`src/rtl/irq_ctl.sv`:
```
module irq_ctl #(
  parameter int PORT_W = 8,
  parameter int PC_W = 13,
  parameter logic [PC_W-1:0] VECTOR = 'h4
) (
  input  logic              clk,
  input  logic              rst_n,
  input  logic              ctl_we,
  input  logic [7:0]        ctl_wdata,
  output logic [7:0]        ctl_rdata,
  input  logic              edge_rise,
  input  logic              ext_pin,
  input  logic [PORT_W-1:0] port_pins,
  input  logic              tmr_ovf,
  input  logic              irq_ack,
  input  logic              irq_ret,
  output logic              irq_req,
  output logic              push_ret,
  output logic [PC_W-1:0]   vec_addr
);
  logic ext_s1, ext_s2, ext_q;
  logic [PORT_W-1:0] port_s1, port_s2, port_q;
  logic [1:0] warm;
  logic live;

  logic gen, spare, en_t, en_x, en_p, f_t, f_x, f_p;
  logic ext_hit, port_hit, take;

  always_ff @(posedge clk or negedge rst_n) begin
    if (!rst_n) begin
      ext_s1  <= 1'b0;
      ext_s2  <= 1'b0;
      ext_q   <= 1'b0;
      port_s1 <= '0;
      port_s2 <= '0;
      port_q  <= '0;
      warm    <= 2'd0;
    end else begin
      ext_s1  <= ext_pin;
      ext_s2  <= ext_s1;
      ext_q   <= ext_s2;
      port_s1 <= port_pins;
      port_s2 <= port_s1;
      port_q  <= port_s2;
      if (warm != 2'd3) warm <= warm + 2'd1;
    end
  end

  assign live     = (warm == 2'd3);
  assign ext_hit  = live & (edge_rise ? (ext_s2 & ~ext_q) : (~ext_s2 & ext_q));
  assign port_hit = live & (|(port_s2 ^ port_q));
  assign take     = irq_ack & irq_req;

  always_ff @(posedge clk or negedge rst_n) begin
    if (!rst_n) begin
      gen   <= 1'b0;
      spare <= 1'b0;
      en_t  <= 1'b0;
      en_x  <= 1'b0;
      en_p  <= 1'b0;
      f_t   <= 1'b0;
      f_x   <= 1'b0;
      f_p   <= 1'b0;
    end else begin
      if (take)        gen <= 1'b0;
      else if (ctl_we) gen <= ctl_wdata[7];
      else if (irq_ret) gen <= 1'b1;
      if (ctl_we) begin
        spare <= ctl_wdata[6];
        en_t  <= ctl_wdata[5];
        en_x  <= ctl_wdata[4];
        en_p  <= ctl_wdata[3];
      end
      f_t <= (ctl_we ? ctl_wdata[2] : f_t) | tmr_ovf;
      f_x <= (ctl_we ? ctl_wdata[1] : f_x) | ext_hit;
      f_p <= (ctl_we ? ctl_wdata[0] : f_p) | port_hit;
    end
  end

  assign ctl_rdata = {gen, spare, en_t, en_x, en_p, f_t, f_x, f_p};
  assign irq_req   = gen & ((f_t & en_t) | (f_x & en_x) | (f_p & en_p));
  assign push_ret  = take;
  assign vec_addr  = VECTOR;
endmodule


```
`config.mk`:
```
export PLATFORM = sky130hd
export DESIGN_NAME = irq_ctl
export DESIGN_NICKNAME = d
export VERILOG_FILES = /design/src/rtl/irq_ctl.sv
export SDC_FILE = /design/constraint.sdc
export NUM_CORES = 1
export LEC_CHECK = 0
export ABC_AREA = 1
export ABC_CLOCK_PERIOD_IN_PS = 1100
export CAP_MARGIN = 30
export CORE_ASPECT_RATIO = 0.7
export CORE_UTILIZATION = 57
export DETAILED_ROUTE_END_ITERATION = 6
export DONT_BUFFER_PORTS = 1
export HOLD_SLACK_MARGIN = 0.08
export PLACE_DENSITY_LB_ADDON = 0.15
export REMOVE_ABC_BUFFERS = 1
export SLEW_MARGIN = 10
export SYNTH_ARGS = -nofsm -noshare
export SYNTH_HDL_FRONTEND = slang
export SYNTH_SLANG_ARGS = --single-unit
```
`constraint.sdc`:
```
create_clock -name clk -period 1.1 [get_ports clk]
set_input_delay 0.11 -clock clk [delete_from_list [all_inputs] [get_ports clk]]
set_output_delay 0.11 -clock clk [all_outputs]
set_load 0.02 [all_outputs]
```
* Word-level counts from Yosys, hierarchy flattened
Cells that the tools add are included.
** Word-level totals
- Output and inout port bits :: 23
- Bits in registers :: 37
- Bits of input ports :: 24
** Cells by class
- Add/subtract/negate cells :: 1
- Reductions and logical operators :: 2
- Bitwise gates (word level) :: 17
- Equality and inequality tests :: 2
- Mux-type cells :: 7
** Operator list (number)
- $and A1 B1 Y1 :: 9
- $reduce_or A8 Y1 :: 1
- $xor A8 B8 Y8 :: 1
- $mux W1 :: 7
- $or A1 B1 Y1 :: 5
- $reduce_bool A3 Y1 :: 1
- $add A2 B1 Y2 const B :: 1
- $eq A2 B2 Y1 const B :: 1
- $ne A2 B2 Y1 const B :: 1
- $not A1 Y1 :: 2

* Depth between registers and ports, before layout
Gate-level depths: netlist (run 1).
- Word-level depth :: 6
- Gate-level depth with buffers :: 8
- Depth with buffers taken out :: 8

* Worst setup path before layout (run 1)
Ideal clock, no wire load.
- Path type :: register to register
- From :: register warm[0]
- To :: register warm[1]
- Setup slack :: 0.083 ns
- Arrival time :: 0.893 ns
- Data required time :: 0.975 ns
- Stages on the path, launching flop included :: 3
- Clock period less this slack :: 1.017 ns
- Cell sequence :: dfrtp_1 > ha_1 > mux2_2
** On the way
- Cells in the longest elaborated chain, start to end :: 1
- Elaborated cells on any way between the ends :: 2
** Ends and longest elaborated chain
- start: declaration :: line 23 : logic [1:0] warm;
- start signal: assignment :: line 45 : if (warm != 2'd3) warm <= warm + 2'd1;
- $add A2 B1 Y2 / $ne A2 B2 Y1 (equally long branches) :: line 45
Parallel ways exist; a longest one is shown, timed or not.
A chain may end at the register's enable or synchronous reset.

* Final worst setup path (run 1)
- From :: register f_x
- To :: output push_ret
** On the way
- Cells in the longest elaborated chain, start to end :: 5
** Ends and longest elaborated chain
- start: declaration :: line 26 : logic gen, spare, en_t, en_x, en_p, f_t, f_x, f_p;
- start signal: assignment :: line 75 : f_x <= (ctl_we ? ctl_wdata[1] : f_x) | ext_hit;
- $and A1 B1 Y1 :: line 81 : assign irq_req = gen & ((f_t & en_t) | (f_x & en_x) | (f_p & en_p));
- $or A1 B1 Y1 (2 in a row) :: line 81
- $and A1 B1 Y1 :: line 81
- $and A1 B1 Y1 :: line 52 : assign take = irq_ack & irq_req;
- end: declaration :: line 18 : output logic push_ret,
No other way between the ends.

==> results.toml, run 1 <==
[global_routing]
grt_usage_pct = 17.5
grt_antenna_before_repair = 0
grt_pass1_wl_mm = 3.28
gr-total-overflow = 0
grt_max_degree = 38
grt_pass1_vias = 846

[floorplanning]
die_h_um = 43.9
die-area_um2 = 2720
ioPinCount = 47
core_um2 = 2260
die_w_um = 61.9
start_util_pct = 63.4
std_cell_rows = 14

[power]
peakVddDrop_v = 0.00104
total_power_uw = 2910
combPwrFrac_pct = 11.0
p_per_area_nw_per_um2 = 1650
switching_share_pct = 22.0
seqPwrFrac_pct = 50.5
clkPwrFrac_pct = 38.5
internal-power_uw = 2270
p_leak_uw = 0.000903
switchingPower_uw = 642

[timing]
fin_ws_ns = -0.114
slew_viol_final = 0
min_period_over_period_pct = 110
skew_ns = 0.00857
grt_setup_unrepaired = "yes"
fin_crit_ns = 1.21
hold_violations = 1
setup_viol = 2
holdWs_ns = -0.0457
timing.fmax_ghz = 0.824

[worst_setup_path]
crit_type = "reg2out"
cp.required_ns = 0.99
crit_arrival_ns = 1.10
startpoint_type = "flop"
path_max_fanout = 2
cp-end-kind = "output pin"

[routing]
drt_iter0_drc = 23
vias = 868
first_pass_iters = 4
drt-total-wl_mm = 2.01
ant_nets = 0
drt-wirelength-per-cell_um = 10.3
viasPerCell = 4.45
drc = 0

[layout]
fin_util_pct = 78.0
fill_cells = 137
multi_input_area_um2 = 333
area_growth_pct = 23.0
seqCellArea_um2 = 926
drive_gt1_share_pct = 15.3
final_nets = 187
stdcell_count = 195
layout_commonest_cell = "nand2_1"
most-common-layout-cells = "nand2_1, dfrtp_1, dlygate4sd3_1"
diodes = 0

[yosys]
synth_xor_area_share_pct = 3.06
synthTopCellsByArea = "dfrtp_1, buf_4, nand2_1"
synth_fa_ha_area_share_pct = 0.873
syn_area_per_cell_um2 = 10.7
synth_cell_types = 17
synth-simple-area-share_pct = 12.4
synth_top_family_by_area = "buffers and inverters"
synth-warning-count = 0
yosysTopAreaCell = "dfrtp_1"
ys_seq_area_share_pct = 64.6
yosysTopAreaCellShare_pct = 64.6
synth_mux_area_share_pct = 1.48
synthesis.area_um2 = 1430
ys_ff_latch = 37
synth-compound-area-share_pct = 1.83
syn_inst = 134

[placed_design]
placed_cells = 164
gp_congestion = 0.641
dp_hpwl_mm = 1.31
port_buffers = 0

[cts]
cts_buffer_depth = 2
clock_tree.htree_level_count = 2
root_buffer = "clkbuf_4"
path_clk_slew_ns = 0.10
cts_tree = "done"
holdBufCountCts = 21
cts_num_sinks = 37
cts_buffers = 5
clkLatencyLatePin_ns = 0.32

[min_path]
hold_class = "in2reg"

[run]
cap_violations = 0

[outcome]
violations = "hold timing, setup timing"
status = "finished, violations left"
layer usage:
| metal | vias up | share of wire [%] | global-route usage [%] | wire [um] |
|---|---|---|---|---|
| met5 | - | 0 | 0 | 0 |
| met1 | 408 | 44 | 19.6 | 880 |
| li1 | 424 | - | - | - |
| met4 | 0 | 1.2 | 6.67 | 25 |
| met3 | 4 | 5.0 | 6.27 | 100 |
| met2 | 32 | 50 | 30.3 | 1010 |
synth_stat cells (all sizes together):
| master | n |
|---|---|
| conb | 2 |
| nand3 | 1 |
| nand2 | 42 |
| o22ai | 1 |
| mux2i | 1 |
| inv | 13 |
| ha | 1 |
| nor2 | 4 |
| mux2 | 1 |
| o21ai | 2 |
| dfrtp | 37 |
| buf | 22 |
| xnor2 | 5 |
| a21oi | 2 |
state kept, by name, summed over array words and instances (netlist names):
name     count
f_t          1
en_p         1
warm         2
f_p          1
ext_q        1
ext_s2       1
gen          1
f_x          1
en_x         1
port_s1      8
port_s2      8
ext_s1       1
en_t         1
spare        1
port_q       8
through the flow:
step / worst slack, ns / hold WS (ns) / TNS, ns / area (um2)
after floorplan: -0.0535 / -0.186 / -0.0535 / 1310
after global placement: 0.0788 / -0.185 / 0 / 1410
after detailed placement: 0.0607 / -0.185 / 0 / 1410
after CTS: -0.132 / -0.0543 / -0.262 / 1740
after global routing: -0.168 / -0.0364 / -0.346 / 1760
final: -0.114 / -0.0457 / -0.217 / 1760
what timing repair did:
| action | CTS | global route |
|---|---|---|
| pin swaps | 0 | 3 |
| cloned | 0 | 0 |
| gates resized for setup | 1 | 5 |
| endpoints found under the setup margin | 2 | 5 |
| endpoints found under the hold margin | 54 | 1 |
| buffers inserted | 0 | 2 |
layout make-up:
| cell class | instances | area share (%) |
|---|---|---|
| Clock inverter | 3 | 3.69 |
| Inverter | 13 | 2.91 |
| Multi-Input combinational cell | 73 | 18.9 |
| Sequential cell | 37 | 52.6 |
| Tap cell | 32 | 2.27 |
| Timing Repair Buffer | 32 | 17.5 |
| Clock buffer | 5 | 2.13 |
power groups by stage:
stage          clock, uW  sequential (uW)  combinational [uW]
3_5_place_dp           0             1500                 212
5_1_grt             1200             1480                 359
3_3_place_gp           0             1500                 209
4_1_cts             1150             1470                 310
2_1_floorplan          0             1520                 130
6_report            1120             1470                 321
cell families (layout without fill, tap and decap cells):
kind of cell	Yosys count	count (layout)
buffers and inverters	35	53
XOR/XNOR	5	5
AO/OA/AOI/OAI	5	5
flip-flops	37	37
AND/OR/NAND/NOR	47	47
other	2	13
multiplexers	2	2
adder cells (fa/ha/maj)	1	1
worst max-delay path: stages (launching register included):
cell     delay, ns
dfrtp_1       0.40
nand2_1       0.07
nand3_1       0.07
nand2_1       0.07
inv_2         0.05
nand2_2       0.08
inv_4         0.05
worst paths after layout:
| path | from | cells after the start | end | slack [ns] |
|---|---|---|---|---|
| min in group asynchronous | rst_n | 2 | port_q[5] | 0.21 |
| worst max-delay path | f_x | 6 | push_ret | -0.11 |
| worst min-delay path | irq_ack | 3 | gen | -0.05 |
| worst min register to register | port_s1[4] | 0 | port_s2[4] | 0.36 |
| max in group asynchronous | rst_n | 2 | f_x | 0.71 |
| worst max register to register | warm[0] | 2 | warm[1] | 0.08 |
No activity file was read; power rests on OpenSTA's default activity.
==> run 2: changes to the inputs <==
ABC_CLOCK_PERIOD_IN_PS = 1300   (was 1100)
clock period = 1.3 ns   (was 1.1 ns; I/O delays follow)
==> run 2 against run 1 <==
Effect of this change: the run now ends clean; die area unchanged; power down 28%; worst hold slack better by 0.28 ns; critical path depth unchanged; cell count up 0.51%; clock power down 50%; count of clock-buffer cells in the layout up 1; worst setup slack better by 0.12 ns; non-clock buffer count up 1.
==> results.toml, run 2 (synthesis results as in run 1) <==
[placed_design]
dp_hpwl_mm = 1.30
place_ws_ns = 0.233
port_buffers = 0
gp_congestion = 0.646

[floorplanning]
die-area_um2 = 2720
ioPinCount = 47
die_h_um = 43.9
start_util_pct = 63.4
std_cell_rows = 14
die_w_um = 61.9
core_um2 = 2260

[power]
switching_share_pct = 26.5
p_leak_uw = 0.000881
p_per_area_nw_per_um2 = 1210
combPwrFrac_pct = 13.3
clkPwrFrac_pct = 26.7
switchingPower_uw = 554
total_power_uw = 2090
peakVddDrop_v = 0.000998
seqPwrFrac_pct = 60.0
internal-power_uw = 1540

[cts]
cts_tree = "done"
cts_buffers = 5
clock_tree.htree_level_count = 2
cts_buffer_depth = 2
root_buffer = "clkbuf_4"
cts_num_sinks = 37
path_clk_slew_ns = 0.10
clkLatencyLatePin_ns = 0.32

[layout]
top_regs = "port_q: 8 flops, port_s1: 8 flops, port_s2: 8 flops"
final_nets = 188
most-common-layout-cells = "nand2_1, dfrtp_1, dlygate4sd3_1"
fill_cells = 150
multi_input_area_um2 = 333
diodes = 0
area_growth_pct = 20.3
seqCellArea_um2 = 927
layout_commonest_cell = "nand2_1"
drive_gt1_share_pct = 14.0

[worst_setup_path]
setup.worst_path.start = "en_p"
r2r_start = "port_s2[2]"
crit_arrival_ns = 1.16
crit_type = "reg2out"
cp.required_ns = 1.17
path_max_fanout = 2
reg2regPathDepth = 6
startpoint_type = "flop"
worst_r2r_endpoint = "f_p"
endpoint = "push_ret"
regToRegSetupSlack_ns = 0.18
cp-end-kind = "output pin"

[global_routing]
grt_usage_pct = 22.1
grt_antenna_before_repair = 0
grt_most_used_layer = "met2"
grt_pass1_wl_mm = 3.99
met1_usage_pct = 25.8
use_met2_pct = 37.4
use_met3_pct = 6.87
gr-total-overflow = 0
grt_pass1_vias = 906
grt_max_degree = 38

[outcome]
status = "completed"

[routing]
first_pass_iters = 4
viasPerCell = 4.58
ant_nets = 0
drt_iter0_drc = 45
drc = 0
drt-total-wl_mm = 2.48
vias = 897
drt-wirelength-per-cell_um = 12.6

[run]
cap_violations = 0

[timing]
grt_setup_unrepaired = "yes"
setup_viol = 0
slew_viol_final = 0
fin_ws_ns = 0.00927
min_period_over_period_pct = 99.3
skew_ns = 0.00464
hold_violations = 0
timing.fmax_ghz = 0.775
fin_crit_ns = 1.29

[min_path]
hold_class = "in2async"
run 2: power groups by stage:
stage	clock network, uW	logic [uW]	registers, uW
final	558	278	1250
after global routing	629	310	1260
after CTS	578	258	1250
after detailed placement	0	169	1280
after global placement	0	165	1270
after floorplan	0	110	1290
run 2: metrics by stage:
step | utilization, % | cell area (um2) | std cells | hold slack (ns) | setup TNS, ns
finish | 76.2 | 1720 | 196 | 0.238 | 0
detailed placement | 61.8 | 1400 | 162 | -0.165 | 0
global placement | 61.8 | 1400 | 162 | -0.165 | 0
CTS | 75.2 | 1700 | 194 | 0.229 | 0
floorplan | - | 1310 | 123 | -0.166 | 0
global route | 76.2 | 1720 | 196 | 0.242 | -0.109
run 2: critical path: stages (launching register included):
cell,delay [ns]
dfrtp_1,0.41
nand2_1,0.09
nand3_1,0.07
nand2_1,0.07
inv_2,0.05
nand2_2,0.10
inv_4,0.06
run 2: how the worst min path moves through the flow:
stage / to / cells after the start
CTS: port_s1[7] / 2
detailed placement: port_s1[5] / 0
floorplan: en_p / 0
global placement: port_s1[5] / 0
global route: port_s1[7] / 2
finish: port_s2[5] / 2
run 2: layer usage:
metal	vias to the layer above	share of wire, %	routed length, um
li1	424	-	-
met1	433	38	945
met2	34	55	1370
met3	6	4.4	108
met4	0	2.0	49
met5	-	0	0
run 2: cell type report:
cell class,count,area share [%]
clock inverter,2,0.581
clock buffer,6,2.40
inverter,13,2.98
tap,32,2.32
sequential,37,53.8
multi-input combinational,73,19.3
timing repair buffer,33,18.6
run 2: timing repair:
action / in CTS / in global routing
endpoints found under the hold margin: 54 / 0
pin swaps: 0 / 3
gates resized for setup: 2 / 4
endpoints found under the setup margin: 1 / 3
hold buffers: 24 / 0
setup buffers: 0 / 2
==> run 3: changes to the inputs <==
==> constraint.sdc (replaced) <==
create_clock -name clk -period 1.3 [get_ports clk]
set_input_delay 0.065 -clock clk [delete_from_list [all_inputs] [get_ports clk]]
set_output_delay 0.065 -clock clk [all_outputs]
set_load 0.02 [all_outputs]
==> run 3 against run 2 <==
Effect of this change: cell count shrank 0.51%; worst hold slack got worse by 0.062 ns; highest routed layer unchanged; non-clock buffer count decreased by 1; critical path type unchanged; critical path depth did not move; sequential power about the same; sequential cell count is the same; utilization shrank 0.44 points; die area stayed put; clock power up 0.9%; fmax increased by 4.2%; largest power group unchanged.
==> results.toml, run 3 (synthesis results as in run 1) <==
[outcome]
status = "completed"

[worst_setup_path]
slowest_delay_ns = 0.38
worst_r2r_endpoint = "f_p"
r2r_start = "port_s2[2]"
setup.worst_path.start = "f_p"
startpoint_type = "flop"
worst-path-buf-inv = 2
endpoint = "push_ret"
path_max_fanout = 2
path_delay_family = "flip-flops"
crit_arrival_ns = 1.17
path_common_cell = "nand2_1"
crit_type = "reg2out"
crit_cells = 6
cp-end-kind = "output pin"
cp.required_ns = 1.24
cpMaxStageDelayCell = "dfrtp_1"
regToRegSetupSlack_ns = 0.17
reg2regPathDepth = 6
cp_cell_sequence = "nand2_1 > nand3_1 > nand2_1 > inv_1 > nand2_2 > inv_2"

[routing]
drt-wirelength-per-cell_um = 12.6
drt-total-wl_mm = 2.46
drt_iter0_drc = 46
viasPerCell = 4.59
first_pass_iters = 4
drc = 0
vias = 895
ant_nets = 0

[timing]
hold_violations = 0
timing.fmax_ghz = 0.807
fin_ws_ns = 0.0614
slew_viol_final = 0
setup_viol = 0
min_period_over_period_pct = 95.3
skew_ns = 0.00348
fin_crit_ns = 1.24

[floorplanning]
die-area_um2 = 2720
std_cell_rows = 14
die_h_um = 43.9
start_util_pct = 63.4
die_w_um = 61.9
ioPinCount = 47
core_um2 = 2260

[run]
cap_violations = 0

[layout]
most-common-layout-cells = "nand2_1, dfrtp_1, dlygate4sd3_1"
fill_cells = 150
diodes = 0
layout_commonest_cell = "nand2_1"
area_growth_pct = 19.6
final_nets = 187
drive_gt1_share_pct = 12.9
stdcell_count = 195
top_regs = "port_q: 8 flops, port_s1: 8 flops, port_s2: 8 flops"

[global_routing]
grt_usage_pct = 21.9
grt_max_degree = 38
gr-total-overflow = 0
grt_pass1_vias = 898
grt_antenna_before_repair = 0
grt_pass1_wl_mm = 3.95

[placed_design]
dp_hpwl_mm = 1.30
gp_congestion = 0.646
place_ws_ns = 0.233
port_buffers = 0
placed_cells = 162

[cts]
cts_num_sinks = 37
cts_buffer_depth = 2
root_buffer = "clkbuf_4"
cts_tree = "done"
clkLatencyLatePin_ns = 0.32
cts_buffers = 5
clock_tree.htree_level_count = 2
path_clk_slew_ns = 0.11

[power]
peakVddDrop_v = 0.00100
p_per_area_nw_per_um2 = 1220
total_power_uw = 2090
p_leak_uw = 0.000878

[min_path]
hold_class = "in2async"
run 3: worst reg2reg max path: cells and delay by family (launching register included):
family / cells / cell delay, ns
and+or+nand+nor: 5 / 0.37
xor gates and xnor gates: 1 / 0.23
DFF: 1 / 0.43
run 3: layer usage:
metal	global-route usage (%)	vias up	routed length, um
met5	0	-	0
met2	37.4	33	1370
li1	-	423	-
met3	6.57	6	102
met4	10.2	0	49
met1	25.4	433	946
run 3: area by class of cell:
cell class / count / area, um2 / share of cell area, %
Sequential cell: 37 / 927 / 54.1
Multi-Input combinational cell: 73 / 333 / 19.4
Timing Repair Buffer: 32 / 313 / 18.3
Inverter: 13 / 48.8 / 2.85
Clock buffer: 6 / 41.3 / 2.41
Tap cell: 32 / 40.0 / 2.34
Clock inverter: 2 / 10.0 / 0.584
run 3: stage by stage:
stage | setup TNS (ns) | area [um2] | util [%] | hold slack [ns]
2_1_floorplan | 0 | 1310 | - | -0.231
3_3_place_gp | 0 | 1400 | 61.8 | -0.230
3_5_place_dp | 0 | 1400 | 61.8 | -0.230
4_1_cts | 0 | 1700 | 75.2 | 0.164
5_1_grt | -0.0246 | 1710 | 75.8 | 0.177
6_report | 0 | 1710 | 75.8 | 0.176
run 3: timing repair:
item | in CTS | in global routing
resized for setup | 0 | 4
endpoints found under the hold margin | 54 | 0
hold buffers | 24 | 0
setup endpoints to repair | 0 | 2
buffers inserted | 0 | 1
run 3: report_power, final:
group	internal [uW]	switching, uW	leakage (uW)
combinational	114	157	0.000426
clock	206	356	0.0000320
sequential	1210	42.8	0.000421
total	1530	556	0.000878
run 3: worst min-delay path by stage:
stage                 endpoint  depth (start not counted)   from  slack [ns]
floorplan                 en_p                          0  rst_n       -0.23
global placement    port_s1[5]                          0  rst_n       -0.23
detailed placement  port_s1[5]                          0  rst_n       -0.23
CTS                 port_s1[7]                          2  rst_n        0.16
global route        port_s1[7]                          2  rst_n        0.18
finish              port_s1[4]                          2  rst_n        0.18
